<file path="src/rtl/fp11_pkg.sv">
package fp11_pkg;
    typedef enum logic [1:0] {
        CLS_ZERO = 2'd0,
        CLS_NORM = 2'd1,
        CLS_INF  = 2'd2,
        CLS_NAN  = 2'd3
    } fp_cls_e;
endpackage

</file>
<file path="src/rtl/fp11_unpack.sv">
module fp11_unpack
    import fp11_pkg::*;
#(
    parameter int EXP_W  = 4,
    parameter int FRAC_W = 6,
    localparam int WORD_W = 1 + EXP_W + FRAC_W
) (
    input  logic [WORD_W-1:0] word,
    output logic              sign,
    output logic [EXP_W-1:0]  expo,
    output logic [FRAC_W-1:0] frac,
    output fp_cls_e           cls
);
    always_comb begin
        sign = word[WORD_W-1];
        expo = word[WORD_W-2 -: EXP_W];
        frac = word[FRAC_W-1:0];
        if (expo == '0)
            cls = CLS_ZERO;
        else if (expo == '1)
            cls = (frac == '0) ? CLS_INF : CLS_NAN;
        else
            cls = CLS_NORM;
    end
endmodule

</file>
<file path="src/rtl/fp11_sig_mul.sv">
module fp11_sig_mul #(
    parameter int FRAC_W = 6,
    localparam int SW = FRAC_W + 1,
    localparam int PW = 2 * SW
) (
    input  logic [FRAC_W-1:0] frac_a,
    input  logic [FRAC_W-1:0] frac_b,
    output logic [FRAC_W-1:0] frac_o,
    output logic [1:0]        exp_adj
);
    logic [PW-1:0]   prod;
    logic            hi;
    logic [PW-2:0]   norm;
    logic [FRAC_W-1:0] mant;
    logic            guard;
    logic            sticky;
    logic            rnd_up;
    logic [FRAC_W:0] rsum;

    always_comb begin
        prod   = PW'({1'b1, frac_a}) * PW'({1'b1, frac_b});
        hi     = prod[PW-1];
        // drop the leading one, aligning it just above bit PW-2
        norm   = hi ? prod[PW-2:0] : {prod[PW-3:0], 1'b0};
        mant   = norm[PW-2 -: FRAC_W];
        guard  = norm[PW-2-FRAC_W];
        sticky = |norm[PW-3-FRAC_W:0];
        rnd_up = guard & (sticky | mant[0]);
        rsum   = {1'b0, mant} + {{FRAC_W{1'b0}}, rnd_up};
        frac_o = rsum[FRAC_W-1:0];
        exp_adj = {1'b0, hi} + {1'b0, rsum[FRAC_W]};
    end
endmodule

</file>
<file path="src/rtl/fp11_mul.sv">
module fp11_mul
    import fp11_pkg::*;
#(
    parameter int EXP_W  = 4,
    parameter int FRAC_W = 6,
    localparam int WORD_W = 1 + EXP_W + FRAC_W
) (
    input  logic              clk,
    input  logic              rst_n,
    input  logic              in_valid,
    input  logic [WORD_W-1:0] op_a,
    input  logic [WORD_W-1:0] op_b,
    output logic              out_valid,
    output logic [WORD_W-1:0] result,
    output logic              ovf,
    output logic              unf,
    output logic              inv
);
    localparam int BIAS    = (1 << (EXP_W - 1)) - 1;
    localparam int EXP_TOP = (1 << EXP_W) - 1;
    localparam int EW      = EXP_W + 3;
    localparam logic [WORD_W-1:0] QNAN =
        {1'b0, {EXP_W{1'b1}}, 1'b1, {(FRAC_W-1){1'b0}}};

    typedef struct packed {
        logic              valid;
        logic [WORD_W-1:0] res;
        logic              ovf;
        logic              unf;
        logic              inv;
    } st_t;

    st_t st_d, st_q;

    logic              sa, sb, s_res;
    logic [EXP_W-1:0]  ea, eb;
    logic [FRAC_W-1:0] fa, fb, f_rnd;
    fp_cls_e           ca, cb;
    logic [1:0]        adj;
    logic [EW-1:0]     e_sum;

    fp11_unpack #(.EXP_W(EXP_W), .FRAC_W(FRAC_W)) u_unp_a (
        .word(op_a), .sign(sa), .expo(ea), .frac(fa), .cls(ca)
    );
    fp11_unpack #(.EXP_W(EXP_W), .FRAC_W(FRAC_W)) u_unp_b (
        .word(op_b), .sign(sb), .expo(eb), .frac(fb), .cls(cb)
    );
    fp11_sig_mul #(.FRAC_W(FRAC_W)) u_sig (
        .frac_a(fa), .frac_b(fb), .frac_o(f_rnd), .exp_adj(adj)
    );

    always_comb begin
        s_res = sa ^ sb;
        e_sum = EW'(ea) + EW'(eb) + EW'(adj) - EW'(BIAS);

        st_d       = st_q;
        st_d.valid = in_valid;
        if (in_valid) begin
            st_d.ovf = 1'b0;
            st_d.unf = 1'b0;
            st_d.inv = 1'b0;
            if (ca == CLS_NAN || cb == CLS_NAN) begin
                st_d.res = QNAN;
            end else if ((ca == CLS_INF && cb == CLS_ZERO) ||
                         (ca == CLS_ZERO && cb == CLS_INF)) begin
                st_d.res = QNAN;
                st_d.inv = 1'b1;
            end else if (ca == CLS_INF || cb == CLS_INF) begin
                st_d.res = {s_res, {EXP_W{1'b1}}, {FRAC_W{1'b0}}};
            end else if (ca == CLS_ZERO || cb == CLS_ZERO) begin
                st_d.res = {s_res, {(WORD_W-1){1'b0}}};
            end else if ($signed(e_sum) >= EXP_TOP) begin
                st_d.res = {s_res, {EXP_W{1'b1}}, {FRAC_W{1'b0}}};
                st_d.ovf = 1'b1;
            end else if ($signed(e_sum) < 1) begin
                st_d.res = {s_res, {(WORD_W-1){1'b0}}};
                st_d.unf = 1'b1;
            end else begin
                st_d.res = {s_res, e_sum[EXP_W-1:0], f_rnd};
            end
        end
    end

    always_ff @(posedge clk) begin
        if (!rst_n) st_q <= '0;
        else        st_q <= st_d;
    end

    assign out_valid = st_q.valid;
    assign result    = st_q.res;
    assign ovf       = st_q.ovf;
    assign unf       = st_q.unf;
    assign inv       = st_q.inv;
endmodule

</file>
<file path="config.mk">
export PLATFORM = sky130hd
export DESIGN_NAME = fp11_mul
export DESIGN_NICKNAME = d
export VERILOG_FILES = /design/src/rtl/fp11_pkg.sv /design/src/rtl/fp11_unpack.sv /design/src/rtl/fp11_sig_mul.sv /design/src/rtl/fp11_mul.sv
export SDC_FILE = /design/constraint.sdc
export NUM_CORES = 1
export LEC_CHECK = 0
export ABC_CLOCK_PERIOD_IN_PS = 21700
export BUFFER_PORTS_ARGS = -buffer_cell sky130_fd_sc_hd__buf_4
export CORE_MARGIN = 4
export CORE_UTILIZATION = 60
export DETAILED_ROUTE_END_ITERATION = 10
export PLACE_DENSITY = 0.87
export SLEW_MARGIN = 20
export SYNTH_ARGS = -nofsm -noshare
export SYNTH_HDL_FRONTEND = slang
export SYNTH_HIERARCHICAL = 1
export SYNTH_SLANG_ARGS = --single-unit
</file>
<file path="constraint.sdc">
create_clock -name clk -period 21.7 [get_ports clk]
set_input_delay 2.17 -clock clk [delete_from_list [all_inputs] [get_ports clk]]
set_output_delay 2.17 -clock clk [all_outputs]
set_load 0.02 [all_outputs]
</file>
# After elaboration in Yosys (flattened, before gate mapping)
# Cells that the tools add are included.
# totals
register_bits	15
input_bits	25
output_inout_bits	15
wordCells	56
# op_classes
add_sub_neg	5
n_mul	1
n_lt_le_gt_ge	2
eq_ne	6
mux	21
bitwise_logic	3
n_reduce_logical	13
# op_table
operator	n
two-way mux 10 bit	4
two-way mux 11 bit	2
multiplier 7 x 7 -> 14 bit	1
two-way mux 2 bit	7
two-way mux 13 bit	1
zero test 6 bit	2
equality test 2 bit, second input constant	4
equality test 4 bit, second input constant	2
zero test 4 bit	2
adder 6 x 1 -> 7 bit	1
greater-or-equal comparator 7 x 5 -> 1 bit, second input constant	1
< comparator 7 x 2 -> 1 bit, second input constant	1
subtractor 6 x 3 -> 7 bit, second input constant	1
adder 5 x 2 -> 6 bit	1
two-way mux 1 bit	6
OR reduction 6 bit	1
adder 4 x 4 -> 5 bit	1
zero test 2 bit	2
logical OR 1 bit	4
two-way mux 3 bit	1
adder 1 x 1 -> 2 bit	1
logical AND 1 bit	2
AND 1 bit	1
OR 1 bit	1
XOR 1 bit	1

# Depth between registers and ports, before layout
# depth
depth_word	16
ltp_mapped	38
mapped_depth_nobuf	35

# By module
# Netlist, hierarchy kept.
# by_module_without_submodules
mod	instances	cells_each	area_per_inst_um2	seq_area_each_um2
fp11_sig_mul	1	237	2013.2	0.0
fp11_mul	1	125	1072.3	300.3
fp11_unpack	2	16	122.6	0.0

# Worst setup path before layout
# No wires, ideal clock.
# synth_timing
kind	input to register
from	input port op_a[1]
to	register st_q, in the netlist result[0]
setup_time_ps	119
t_arrival_ps	9002
t_required_ps	21581
setup_slack_ps	12579
stages	36
n_path_buf	2
path_cell_list	buf_4 > inv_1 > nor2_1 > fa_1 > inv_1 > fa_1 > inv_1 > fa_1 > inv_1 > fa_1 > inv_1 > ha_1 > nand3_1 > a21boi_2 > nor2_2 > o31ai_2 > xnor2_2 > buf_6 > mux2_4 > ha_1 > inv_1 > a31oi_1 > nand3b_1 > nor2_1 > o22ai_1 > inv_1 > ha_1 > inv_1 > ha_1 > inv_1 > fa_1 > xnor2_1 > or3b_1 > and4b_1 > mux2i_4 > o21ai_1
# synth_between
elab_chain_cells	16
elab_cells_between_ends	30
cone_classes	add/sub (4); mul (1); order compare (2); eq/ne (2); mux (10); bitwise (2); reduce/logical (9)
# synth_lines
item	line	rtl
start: declaration	fp11_mul.sv:11	input logic [WORD_W-1:0] op_a,
multiplier 7 x 7 -> 14 bit (*)	fp11_sig_mul.sv:21	prod = PW'({1'b1, frac_a}) * PW'({1'b1, frac_b});
two-way mux 13 bit	fp11_sig_mul.sv:24	norm = hi ? prod[PW-2:0] : {prod[PW-3:0], 1'b0};
OR reduction 6 bit	fp11_sig_mul.sv:27	sticky = |norm[PW-3-FRAC_W:0];
OR 1 bit	fp11_sig_mul.sv:28	rnd_up = guard & (sticky | mant[0]);
AND 1 bit	fp11_sig_mul.sv:28	
adder 6 x 1 -> 7 bit	fp11_sig_mul.sv:29	rsum = {1'b0, mant} + {{FRAC_W{1'b0}}, rnd_up};
adder 1 x 1 -> 2 bit (*)	fp11_sig_mul.sv:31	exp_adj = {1'b0, hi} + {1'b0, rsum[FRAC_W]};
net adj[0]	fp11_mul.sv:39	logic [1:0] adj;
adder 5 x 2 -> 6 bit (*)	fp11_mul.sv:54	e_sum = EW'(ea) + EW'(eb) + EW'(adj) - EW'(BIAS);
subtractor 6 x 3 -> 7 bit (*)	fp11_mul.sv:54	
< comparator 7 x 2 -> 1 bit	fp11_mul.sv:75	end else if ($signed(e_sum) < 1) begin
two-way mux 10 bit	fp11_mul.sv:75	
two-way mux 10 bit (*)	fp11_mul.sv:72	end else if ($signed(e_sum) >= EXP_TOP) begin
two-way mux 10 bit (*)	fp11_mul.sv:70	end else if (ca == CLS_ZERO || cb == CLS_ZERO) begin
two-way mux 10 bit (*)	fp11_mul.sv:68	end else if (ca == CLS_INF || cb == CLS_INF) begin
two-way mux 11 bit (*)	fp11_mul.sv:64	end else if ((ca == CLS_INF && cb == CLS_ZERO) ||
two-way mux 11 bit (*)	fp11_mul.sv:62	if (ca == CLS_NAN || cb == CLS_NAN) begin
end signal: assignment	fp11_mul.sv:86	else st_q <= st_d;
end: declaration	fp11_mul.sv:33	st_t st_d, st_q;
# The timed path passes the listed nets; every way through them passes the cells marked *.
# A chain may end at the register's enable or synchronous reset.

# Worst setup path in the final report
# layout_timing
from	input port op_a[1]
to	register st_q, in the netlist result[6]
# Same word-level chain as after synthesis.

==> reports/metrics.cfg <==
[finish]
final_nets = 500
area_growth_pct = 6.31
final_layout_size_suffix_gt1_share_pct = 17.1
multi_input_area_um2 = 2610
seqCellArea_um2 = 300
num_antenna_cells = 0
fillers = 420

[sta]
fin_skew_ns = 0
setup_violations = 0
rsz0062_at_grt = false
finalCritPeriodShare_pct = 44.4
finalMaxSlewViolations = 0
fmax_ghz = 0.104
hold_viol_final = 0
fin_crit_ns = 9.63
setup_tns_ns = 0
worst_slew_pin_slew_ns = 0.745
holdWs_ns = 0.453
slew_headroom_pct = 50.1

[min_path]
hold_depth = 2
hp-start = result[4]
min_path_type = reg -> reg
min_to = result[4]

[synth]
yosysUniqueCellTypes = 73
synth_top_family_by_area = adder cells
synth_seq_cells = 15
yosys.area.top_type_share_pct = 15.6
synth_common_cells = 55 x inv_1, 39 x ha_1, 29 x nor2_1
yosysTopAreaCell = fa_1
synth_fa_ha_area_share_pct = 30.3
synth_nets = 484
synth.avg_cell_area_um2 = 8.45
synthXorXnorAreaFrac_pct = 4.66
synth_ff_type = dfxtp_1
yosysMostFrequentCell = inv_1
ys_seq_area_share_pct = 9.02
synthTopCellsByArea = fa_1 16%, ha_1 15%, dfxtp_1 9.0%
synth_area_um2 = 3330
synth-simple-area-share_pct = 23.1
synthArstFlopShare_pct = 0
synth_mux_area_share_pct = 3.61
postSynthCellCount = 394
synth_compound_area_share_pct = 16.7
synth-edff-count = 0
yosys_warnings = 6

[grt]
grt_max_degree = 15
use_met2_pct = 38.6
grt_usage_pct = 22.8
met3_usage_pct = 3.36
grtUsageMet1_pct = 31.8
grt_first_pass_wirelength_um = 12400
antenna_found_initial = 0
gr-total-overflow = 0
grt_pass1_vias = 2714
grt-busiest-layer = met2

[clocking]
cts_hold_buf = 0
postCtsSetupBuffers = 0
cts_num_sinks = 15
h-tree-depth = 1
root_buffer = clkbuf_8
clk-insertion-delay-late_ns = 0.24
clk_pin_slew_ns = 0.06
cts_resized = 0
clk_path_buf_depth = 2
cts_tree = done
cts_made_buffers = 3

[pwr]
peakVddDrop_mv = 0.0805
combPwrFrac_pct = 84.8
p_sw_share_pct = 51.6
pwr-share-seq_pct = 9.7
p_int_w = 0.000190
p_leak_nw = 1.69
p_switching_w = 0.000203
p_clk_share_pct = 5.5
power_density_nw_per_um2 = 111

[critical_path]
r2r-end = result[6]
reg2regPathDepth = 2
slowest_stage = xnor2_2
r2r_start = result[6]
reg2reg_slack_ns = 20.99
critical_path_arrival_ns = 9.78
cp.required_ns = 21.85
crit_family = adder cells
critPathMostFrequentCell = inv_1
slowest_delay_ns = 0.62
crit_fanout = 14
crit_path_end_kind = register
cp-start-kind = primary input
path_buf_inv = 10
crit_type = in -> reg

[die]
die_w_um = 82.5
dieHeight_um = 82.5
start_util_pct = 63.6
die_area_um2 = 6810
rows = 26
io_pins = 40
coreArea_um2 = 5240

[place]
port_buffers = 39
gp_congestion = 0.900
dp_hpwl_um = 6080

[status]
outcome = finished clean

[routing]
dr.pass1.iters = 5
route.vias.total = 2766
wirelength_um = 7240
wl_per_cell_um = 15.1
ant_nets = 0
viasPerCell = 5.77
drtIter0Drc = 111
drc = 0

[flow_run]
cap_violations = 0

==> placed cells by master, fill, tap and decap left out, types with 3 or more instances in the layout <==
cell and n:
ha_1 39, inv_1 55, nand3_1 6, xnor2_1 11, o21ai_1 6, nor2b_1 4
mux2i_1 6, dfxtp_1 15, nor2_1 29, a31oi_1 5, clkbuf_8 3, nand4_1 8
o21a_1 5, nor4_2 3, a211oi_1 8, fa_1 26, o21ai_0 9, nor4_1 3
and2_1 24, a21oi_1 8, or3_1 3, xor2_1 3, buf_4 39, nand2_1 28
nor3_1 5, nand2b_1 4
==> per-layer routing <==
layer,vias to the layer above,part of all wire [%]
met5,-,0
met4,0,0.59
met3,6,4.7
met2,75,48
met1,1325,47
li1,1360,-
==> cells by family (layout without fill, tap and decap cells) <==
family,count (synthesis),after routing
simple gates,136,136
buf+inv,83,98
compound gates,70,70
fa+ha+maj,65,65
xor+xnor,16,16
flops,15,15
mux,9,9
==> power groups by stage <==
stage	clock [W]	combinational (W)	sequential (W)
4_1_cts	0.0000222	0.000330	0.0000378
3_5_place_dp	0	0.000329	0.0000383
3_3_place_gp	0	0.000318	0.0000382
5_1_grt	0.0000240	0.000372	0.0000387
2_1_floorplan	0	0.000260	0.0000463
6_report	0.0000217	0.000333	0.0000379
==> flip-flops by register name (all words and copies together) (netlist names) <==
name       flops
inv            1
out_valid      1
ovf            1
result        11
unf            1
==> layout make-up <==
cell class                      count  share of cell area [%]
Multi-Input combinational cell    296                    73.7
Tap cell                           70                    2.47
Timing Repair Buffer               39                    8.27
Sequential cell                    15                    8.48
Inverter                           55                    5.83
Clock buffer                        4                    1.27
==> worst reg2reg max path: stages (launching register included) <==
cell	delay, ns
dfxtp_1	0.35
nor2_1	0.05
a211oi_1	0.22
==> worst max path at each step <==
stage | from | end | slack (ns) | cells past startpoint
after floorplan | op_a[1] | result[0] | 12.58 | 36
after detailed placement | op_a[1] | result[6] | 11.91 | 36
final | op_a[1] | result[6] | 12.07 | 36
after global routing | op_a[1] | result[8] | 11.50 | 36
after global placement | op_a[1] | result[0] | 12.03 | 36
after CTS | op_a[1] | result[6] | 12.13 | 36
==> through the flow <==
step                std cells  util [%]  total power [W]  setup slack, ns  area [um^2]
finish                    479      67.6         0.000393            12.07         3540
global route              479      67.6         0.000435            11.50         3540
CTS                       479      67.6         0.000390            12.13         3540
detailed placement        475      66.7         0.000367            11.91         3500
global placement          475      66.7         0.000356            12.03         3500
floorplan                 394         -         0.000306            12.58         3330
Note: power is estimated with default switching activity, not from simulation.
